### config.mk
export PLATFORM = sky130hd
export DESIGN_NAME = extirq_sense_latch
export DESIGN_NICKNAME = d
export VERILOG_FILES = /design/src/rtl/extirq_pkg.sv /design/src/rtl/extirq_sync.sv /design/src/rtl/extirq_ctrl.sv /design/src/rtl/extirq_datapath.sv /design/src/rtl/extirq_sense_latch.sv
export SDC_FILE = /design/constraint.sdc
export NUM_CORES = 1
export LEC_CHECK = 0
export BUFFER_PORTS_ARGS = -buffer_cell sky130_fd_sc_hd__clkbuf_2
export CAP_MARGIN = 25
export CORE_UTILIZATION = 30
export DETAILED_ROUTE_END_ITERATION = 12
export SLEW_MARGIN = 10
export SYNTH_ARGS = -nofsm -noshare
export SYNTH_HDL_FRONTEND = slang
export SYNTH_SLANG_ARGS = --single-unit
### constraint.sdc
create_clock -name clk -period 0.8 [get_ports clk]
set_input_delay 0.04 -clock clk [delete_from_list [all_inputs] [get_ports clk]]
set_output_delay 0.04 -clock clk [all_outputs]
set_load 0.01 [all_outputs]
### src/rtl/extirq_pkg.sv
package extirq_pkg;

  localparam int REG_W     = 32;
  localparam int SENSE_TOP = 15;

  typedef enum logic [1:0] {
    SEL_SENSE = 2'd0,
    SEL_MASK  = 2'd1,
    SEL_ACK   = 2'd2,
    SEL_RSVD  = 2'd3
  } regSel_e;

  typedef struct packed {
    logic             senseWr;
    logic             maskWr;
    logic             ackWr;
    logic [REG_W-1:0] wrData;
    regSel_e          rdSel;
  } ctrlStrobe_t;

endpackage

### src/rtl/extirq_sync.sv
module extirq_sync #(
  parameter int WIDTH  = 8,
  parameter int STAGES = 2
) (
  input  logic             clk,
  input  logic             rstN,
  input  logic [WIDTH-1:0] asyncIn,
  output logic [WIDTH-1:0] syncOut
);

  logic [STAGES-1:0][WIDTH-1:0] stageQ;

  always_ff @(posedge clk or negedge rstN) begin
    if (!rstN) stageQ[0] <= '1;
    else       stageQ[0] <= asyncIn;
  end

  for (genvar s = 1; s < STAGES; s++) begin : g_stage
    always_ff @(posedge clk or negedge rstN) begin
      if (!rstN) stageQ[s] <= '1;
      else       stageQ[s] <= stageQ[s-1];
    end
  end

  assign syncOut = stageQ[STAGES-1];

endmodule

### src/rtl/extirq_ctrl.sv
module extirq_ctrl
  import extirq_pkg::*;
(
  input  logic             clk,
  input  logic             rstN,
  input  logic [1:0]       regAddr,
  input  logic             regWrEn,
  input  logic [REG_W-1:0] regWrData,
  output ctrlStrobe_t      strobe
);

  regSel_e sel;
  assign sel = regSel_e'(regAddr);

  always_comb begin
    strobe         = '0;
    strobe.rdSel   = sel;
    strobe.wrData  = regWrData;
    strobe.senseWr = regWrEn && (sel == SEL_SENSE);
    strobe.maskWr  = regWrEn && (sel == SEL_MASK);
    strobe.ackWr   = regWrEn && (sel == SEL_ACK);
  end

  // one register at most is written per cycle; reserved address writes none
  p_single_strobe_r10: assert property (@(posedge clk) disable iff (!rstN)
    $onehot0({strobe.senseWr, strobe.maskWr, strobe.ackWr}));

  p_rsvd_no_write_r10: assert property (@(posedge clk) disable iff (!rstN)
    (regAddr == 2'd3) |-> !(strobe.senseWr || strobe.maskWr || strobe.ackWr));

endmodule

### src/rtl/extirq_datapath.sv
module extirq_datapath
  import extirq_pkg::*;
#(
  parameter int NUM_EXT     = 8,
  parameter int NUM_INT     = 8,
  parameter int SYNC_STAGES = 2
) (
  input  logic                       clk,
  input  logic                       rstN,
  input  logic [NUM_EXT-1:0]         extPinN,
  input  logic [NUM_INT-1:0]         intReqN,
  input  ctrlStrobe_t                strobe,
  output logic [REG_W-1:0]           regRdData,
  output logic [NUM_EXT+NUM_INT-1:0] irqPend
);

  localparam int NUM_SRC = NUM_EXT + NUM_INT;
  localparam int MSB     = REG_W - 1;

  logic [NUM_EXT-1:0] syncN, prevN, fallDet, senseEdge, edgeLatch, ackVec;
  logic [NUM_SRC-1:0] maskEn, pendVec;
  logic               unusedWrBits;

  assign unusedWrBits = ^strobe.wrData;

  extirq_sync #(.WIDTH(NUM_EXT), .STAGES(SYNC_STAGES)) u_sync (
    .clk     (clk),
    .rstN    (rstN),
    .asyncIn (extPinN),
    .syncOut (syncN)
  );

  always_ff @(posedge clk or negedge rstN) begin
    if (!rstN) prevN <= '1;
    else       prevN <= syncN;
  end

  assign fallDet = prevN & ~syncN;

  for (genvar n = 0; n < NUM_EXT; n++) begin : g_pin
    assign ackVec[n] = strobe.ackWr & strobe.wrData[MSB-n];

    always_ff @(posedge clk or negedge rstN) begin
      if (!rstN)                senseEdge[n] <= 1'b0;
      else if (strobe.senseWr)  senseEdge[n] <= strobe.wrData[SENSE_TOP-n];
    end

    always_ff @(posedge clk or negedge rstN) begin
      if (!rstN)              edgeLatch[n] <= 1'b0;
      else if (!senseEdge[n]) edgeLatch[n] <= 1'b0;
      else                    edgeLatch[n] <= (edgeLatch[n] & ~ackVec[n]) | fallDet[n];
    end

    assign pendVec[n] = senseEdge[n] ? edgeLatch[n] : ~syncN[n];

    // a detected falling edge in edge mode is always captured
    p_fall_sets_r3: assert property (@(posedge clk) disable iff (!rstN)
      (senseEdge[n] && fallDet[n]) |=> edgeLatch[n]);

    // acknowledge without a new edge clears the capture
    p_ack_clears_r5: assert property (@(posedge clk) disable iff (!rstN)
      (ackVec[n] && !fallDet[n]) |=> !edgeLatch[n]);

    // nothing but a falling edge can set an empty capture
    p_no_spurious_r4: assert property (@(posedge clk) disable iff (!rstN)
      (!edgeLatch[n] && !fallDet[n]) |=> !edgeLatch[n]);

    // an enabled level-mode pin held low reaches the output next edge
    p_level_out_r2: assert property (@(posedge clk) disable iff (!rstN)
      (!senseEdge[n] && !syncN[n] && maskEn[n]) |=> irqPend[n]);
  end

  for (genvar i = 0; i < NUM_INT; i++) begin : g_int
    assign pendVec[NUM_EXT+i] = ~intReqN[i];

    // on-chip sources are level requests whatever the sense register holds
    p_int_level_r9: assert property (@(posedge clk) disable iff (!rstN)
      (intReqN[i] == 1'b1) |=> !irqPend[NUM_EXT+i]);
  end

  for (genvar b = 0; b < NUM_SRC; b++) begin : g_mask
    always_ff @(posedge clk or negedge rstN) begin
      if (!rstN)             maskEn[b] <= 1'b0;
      else if (strobe.maskWr) maskEn[b] <= strobe.wrData[MSB-b];
    end

    // a blocked source never reaches the output
    p_mask_block_r8: assert property (@(posedge clk) disable iff (!rstN)
      !maskEn[b] |=> !irqPend[b]);
  end

  always_ff @(posedge clk or negedge rstN) begin
    if (!rstN) irqPend <= '0;
    else       irqPend <= pendVec & maskEn;
  end

  always_comb begin
    regRdData = '0;
    case (strobe.rdSel)
      SEL_SENSE: for (int n = 0; n < NUM_EXT; n++) regRdData[SENSE_TOP-n] = senseEdge[n];
      SEL_MASK:  for (int b = 0; b < NUM_SRC; b++) regRdData[MSB-b] = maskEn[b];
      default:   regRdData = '0;
    endcase
  end

  // bits outside the sense field never read back
  p_sense_field_r10: assert property (@(posedge clk) disable iff (!rstN)
    (strobe.rdSel == SEL_SENSE) |-> (regRdData[MSB:SENSE_TOP+1] == '0));

endmodule

### src/rtl/extirq_sense_latch.sv
module extirq_sense_latch
  import extirq_pkg::*;
#(
  parameter int NUM_EXT     = 8,
  parameter int NUM_INT     = 8,
  parameter int SYNC_STAGES = 2
) (
  input  logic                       clk,
  input  logic                       rstN,
  input  logic [NUM_EXT-1:0]         extPinN,
  input  logic [NUM_INT-1:0]         intReqN,
  input  logic [1:0]                 regAddr,
  input  logic                       regWrEn,
  input  logic [31:0]                regWrData,
  output logic [31:0]                regRdData,
  output logic [NUM_EXT+NUM_INT-1:0] irqPend
);

  ctrlStrobe_t strobe;

  extirq_ctrl u_ctrl (
    .clk       (clk),
    .rstN      (rstN),
    .regAddr   (regAddr),
    .regWrEn   (regWrEn),
    .regWrData (regWrData),
    .strobe    (strobe)
  );

  extirq_datapath #(
    .NUM_EXT     (NUM_EXT),
    .NUM_INT     (NUM_INT),
    .SYNC_STAGES (SYNC_STAGES)
  ) u_dp (
    .clk       (clk),
    .rstN      (rstN),
    .extPinN   (extPinN),
    .intReqN   (intReqN),
    .strobe    (strobe),
    .regRdData (regRdData),
    .irqPend   (irqPend)
  );

endmodule

==> flow_summary.toml, run 1 <==
[run_status]
outcome = "finished, violations left"
violations = "negative setup slack"

[sta]
final-setup-viol-count = 77
skew_ns = 0.00607
period_needed_ns = 1.05
period_share_pct = 131
hold_slack_ns = 0.211
slew_viol_final = 0
fin_setup_tns_ns = -9.33
grt_setup_unrepaired = "true"
final_hold_viol_count = 0
max_freq_mhz = 953
fin_ws_ns = -0.249

[synth]
syn_avg_cell_area_um2 = 14.4
yosysUniqueCellTypes = 19
syn_inst = 194
ys_seq_area_share_pct = 65.4
netlist_area_mm2 = 0.00280
yosys_warnings = 0
ys_seq_elements = 72

[setup_path]
worstPathMaxFanout = 2
r2r-end = "u_dp.senseEdge[1]$_DFFE_PN0P_"
cp.required_ns = 0.76
crit_arrival_ns = 1.01
path_class = "reg2out"
start_kind = "flip-flop"
crit_path_end_kind = "output pin"
r2r_setup_slack_ns = -0.19
r2r_cells = 3
reg2reg_from = "u_dp.senseEdge[1]$_DFFE_PN0P_"

[floorplan]
io-pin-count = 101
die_h_um = 98.6
core.rowCount = 34
core_area_mm2 = 0.00889
dieArea_mm2 = 0.00972
die_w_um = 98.6
start_util_pct = 31.5

[power]
power.total_mw = 9.05
power_density_mw_per_mm2 = 2090
power.leakage_nw = 2.13
vdd_drop_max_mv = 1.21

[finish]
antenna_cells = 0
final_util_pct = 48.8
nets = 408
layoutNonFillerInstCount = 468
area.growth.synth_to_final_pct = 54.8
drive_gt1_share_pct = 55.3
stdcell_area_mm2 = 0.00434

[cts]
insertion_delay_ns = 0.34
path_clk_slew_ns = 0.07
root_buffer = "clkbuf_8"
numCtsBuffers = 9
cts_max_level = 3
cts.sinks = 72
cts_tree = "built"
cts_buffer_depth = 2

[drt]
drt_wl_total_um = 5980
drcViolationCount = 0
wire_per_inst_um = 12.8
via_per_inst = 4.13
drt_iter0_markers = 31
num_vias = 1935
firstDrtPassIters = 4
ant_nets = 0

[run]
drv_cap = 0

[grt]
gr-total-overflow = 0
grt_pass1_wl_um = 9540
grt_pass1_vias = 1992
grt_max_degree = 40
grtUsageTotal_pct = 13.2
antenna_found_initial = 0

[place]
postPlaceCellArea_mm2 = 0.00340
dp.cells = 389
post-place-ws_ns = -0.207
gp_congestion = 0.723
place_hpwl_um = 3800
port_buffers = 84

[min_path]
hold_class = "in2async"
## cell type report
type	instances	area, um2
Clock buffer	11	151
Clock inverter	5	31.3
Fill cell	806	4560
Multi-Input combinational cell	117	973
Sequential cell	72	1830
Tap cell	108	135
Timing Repair Buffer	155	1210
## kinds of logic (layout without fill, tap and decap cells)
logic type,after synthesis,after routing,share of synthesized area (%)
compound gates,24,24,5.72
buf+inv,12,171,3.22
flops,72,72,65.4
mux,24,24,12.1
other cells,1,8,0.134
simple gates,61,61,13.4
## how the worst max path moves through the flow
stage | start | endpoint | cells after the start
after floorplan | regAddr[0] | u_dp.maskEn[0]$_DFFE_PN0P_ | 4
after global routing | u_dp.maskEn[4]$_DFFE_PN0P_ | regRdData[27] | 2
after CTS | u_dp.maskEn[4]$_DFFE_PN0P_ | regRdData[27] | 2
final | u_dp.senseEdge[7]$_DFFE_PN0P_ | regRdData[8] | 2
after global placement | regAddr[0] | u_dp.maskEn[2]$_DFFE_PN0P_ | 5
after detailed placement | regAddr[1] | u_dp.senseEdge[4]$_DFFE_PN0P_ | 4
## sequential cells by signal (all words and copies together), names as in the netlist
register	flops
u_dp.prevN	8
u_dp.u_sync.syncOut	8
u_dp.irqPend	16
u_dp.u_sync.stageQ	8
u_dp.senseEdge	8
u_dp.edgeLatch	8
u_dp.maskEn	16
## cells in the mapped netlist
cell type / number / area share, %
dfrtp_1: 48 / 43
and2_1: 33 / 7.4
dfstp_2: 24 / 23
mux2_4: 18 / 9.7
nor2b_1: 16 / 3.6
a21boi_0: 8 / 2.1
buf_4: 8 / 2.1
nand2_1: 8 / 1.1
o21a_1: 8 / 2.1
o21ai_0: 8 / 1.4
mux2_2: 4 / 1.6
buf_6: 2 / 0.80
clkbuf_1: 2 / 0.27
mux2_1: 2 / 0.80
and3b_1: 1 / 0.31
conb_1: 1 / 0.13
nand2_4: 1 / 0.40
nor2_2: 1 / 0.22
nor2b_4: 1 / 0.49
## layout by cell type (no fill, tap or decap), drive strengths merged, types with 4 or more instances in the layout
master | synthesis | routed
a21boi | 8 | 8
and2 | 33 | 33
buf | 10 | 37
clkbuf | 2 | 88
clkinv | 0 | 4
conb | 1 | 8
dfrtp | 48 | 48
dfstp | 24 | 24
dlygate4sd3 | 0 | 41
mux2 | 24 | 24
nand2 | 9 | 9
nor2b | 17 | 17
o21a | 8 | 8
o21ai | 8 | 8
## power breakdown
group          total (mW)  internal, mW  switching (mW)
registers            4.39          4.14           0.248
logic                2.05          1.32           0.731
clock network        2.61          1.28            1.33
## what timing repair did
action	CTS	global route
hold buffers	41	0
pin swaps	0	6
buffers inserted	22	8
endpoints found under the setup margin	64	79
endpoints found under the hold margin	112	0
gates resized for setup	15	44
## worst max-delay path, stage by stage (launching register included)
cell      delay (ns)
dfrtp_1         0.40
and2_1          0.15
clkbuf_2        0.12
## routing by layer
layer | vias up | track usage (%) | wire length [um]
li1 | 945 | - | -
met1 | 910 | 16.6 | 2720
met2 | 72 | 21.0 | 2870
met3 | 8 | 5.11 | 324
met4 | 0 | 4.13 | 71
met5 | - | 0 | 0
(Power assumes the default switching activity.)
==> inputs of run 2 (changes only) <==
CORE_MARGIN = 2   (was default)
==> run 2 against run 1 <==
  * The flow still finishes with violations (negative setup slack)
  * Power increased by 3.3%
  * Register-to-register slack is essentially flat
  * Non-clock buffer count increased by 4
  * Sequential share of layout area shrank 0.78 points
  * Via count up 1.1%
  * Setup slack improved by 0.019 ns
  * Critical path type unchanged
  * Critical endpoint is now regRdData[23]
==> flow_summary.toml, run 2 (synthesis results as in run 1) <==
[run_status]
outcome = "finished, violations left"
violations = "negative setup slack"

[power]
intPower_mw = 7.10
power_frac_clock_pct = 30.5
power_density_mw_per_mm2 = 2120
netSwitchingFraction_pct = 24.0
switching_power_mw = 2.24
seqPwrFrac_pct = 46.9
power_frac_comb_pct = 22.6
power.total_mw = 9.35
power.leakage_nw = 2.17
vdd_drop_max_mv = 0.842

[floorplan]
io-pin-count = 101
core.rowCount = 35
core_area_mm2 = 0.00915
dieArea_mm2 = 0.0101
die_h_um = 101
die_w_um = 101
start_util_pct = 30.6

[setup_path]
crit_arrival_ns = 0.99
path_class = "reg2out"
reg2reg_from = "u_dp.senseEdge[6]$_DFFE_PN0P_"
r2r-end = "u_dp.senseEdge[6]$_DFFE_PN0P_"
worstPathMaxFanout = 2
crit_path_end_kind = "output pin"
start_kind = "flip-flop"
cp.required_ns = 0.76
r2r_setup_slack_ns = -0.20
r2r_cells = 3

[finish]
top_regs = "u_dp.irqPend (16), u_dp.maskEn (16)"
fillers = 820
antenna_cells = 0
multi_input_area_um2 = 982
drive_gt1_share_pct = 55.5
final_common_cell = "clkbuf_2"
area.growth.synth_to_final_pct = 57.7
nets = 412
seqCellArea_mm2 = 0.00183
layout_common_cells = "clkbuf_2, dfrtp_1, dlygate4sd3_1, and2_1, buf_6"

[place]
port_buffers = 84
place_hpwl_um = 3920
post-place-ws_ns = -0.203
gp_congestion = 0.744

[sta]
final_hold_viol_count = 0
period_needed_ns = 1.03
skew_ns = 0.00486
grt_setup_unrepaired = "true"
final-setup-viol-count = 78
fin_ws_ns = -0.230
max_freq_mhz = 971
period_share_pct = 129
slew_viol_final = 0

[drt]
num_vias = 1956
firstDrtPassIters = 4
via_per_inst = 4.12
drt_wl_total_um = 5990
drcViolationCount = 0
ant_nets = 0
drt_iter0_markers = 38
wire_per_inst_um = 12.6

[run]
drv_cap = 0

[grt]
grt_pass1_wl_um = 9840
grt_pass1_vias = 2096
antenna_found_initial = 0
grtUsageTotal_pct = 13.0
gr-total-overflow = 0
grt_max_degree = 36

[cts]
insertion_delay_ns = 0.33
path_clk_slew_ns = 0.07
cts_max_level = 3
cts.sinks = 72
root_buffer = "clkbuf_8"
cts_tree = "built"
cts_buffer_depth = 2
numCtsBuffers = 9

[min_path]
hold_class = "in2async"
run 2: cell types whose count changed in the layout (fill, tap and decap cells not counted), sizes merged:
| cell | delta |
|---|---|
| clkbuf | +3 |
| clkinv | -2 |
| buf | +3 |
| clkinvlp | -1 |
| bufinv | +1 |
run 2: final cells by class:
class / instances / area share [%]
timing repair buffer: 159 / 28.6
clock buffer: 13 / 3.60
tap: 111 / 3.14
multi-input combinational: 117 / 22.2
clock inverter: 3 / 0.907
sequential: 72 / 41.5
run 2: power groups by stage:
stage	logic, mW	clock network, mW	registers, mW
2_1_floorplan	0.730	0	4.46
3_3_place_gp	1.25	0	4.47
3_5_place_dp	1.28	0	4.49
4_1_cts	1.91	2.97	4.35
5_1_grt	2.31	3.18	4.44
6_report	2.11	2.85	4.38
run 2: how the worst max path moves through the flow:
stage                                    start                           to  depth (start not counted)
global route        u_dp.maskEn[4]$_DFFE_PN0P_                regRdData[27]                          2
floorplan                           regAddr[0]   u_dp.maskEn[0]$_DFFE_PN0P_                          4
detailed placement                  regAddr[0]  u_dp.maskEn[13]$_DFFE_PN0P_                          5
finish              u_dp.maskEn[8]$_DFFE_PN0P_                regRdData[23]                          2
global placement                    regAddr[0]  u_dp.maskEn[15]$_DFFE_PN0P_                          5
CTS                 u_dp.maskEn[4]$_DFFE_PN0P_                regRdData[27]                          2
run 2: what timing repair did:
action | 4_1_cts | 5_1_grt
setup endpoints to repair | 64 | 78
gates resized for setup | 13 | 45
hold buffers | 41 | 0
endpoints found under the hold margin | 109 | 0
buffers inserted | 23 | 13
pin swaps | 0 | 11
run 2: worst max-delay path: stages (launching register included):
cell,delay (ns)
dfrtp_1,0.39
and2_1,0.15
clkbuf_2,0.12
run 2: through the flow:
| step | cells | util (%) | hold WS (ns) | TNS [ns] | instance area [um2] |
|---|---|---|---|---|---|
| 2_1_floorplan | 201 | - | -0.256 | -1.57 | 2840 |
| 3_3_place_gp | 392 | 37.5 | -0.110 | -7.31 | 3430 |
| 3_5_place_dp | 392 | 37.5 | -0.108 | -7.59 | 3430 |
| 4_1_cts | 472 | 46.5 | 0.0544 | -9.70 | 4250 |
| 5_1_grt | 475 | 48.3 | 0.0635 | -12.33 | 4420 |
| 6_report | 475 | 48.3 | 0.0780 | -8.96 | 4420 |
run 2: per-layer routing:
metal  vias up  GRT usage, %  share of wire [%]
met5         -             0                  0
met4         0          6.85                2.5
met3        13          3.74                4.3
met2        67          21.4                 50
met1       926          15.3                 43
li1        950             -                  -
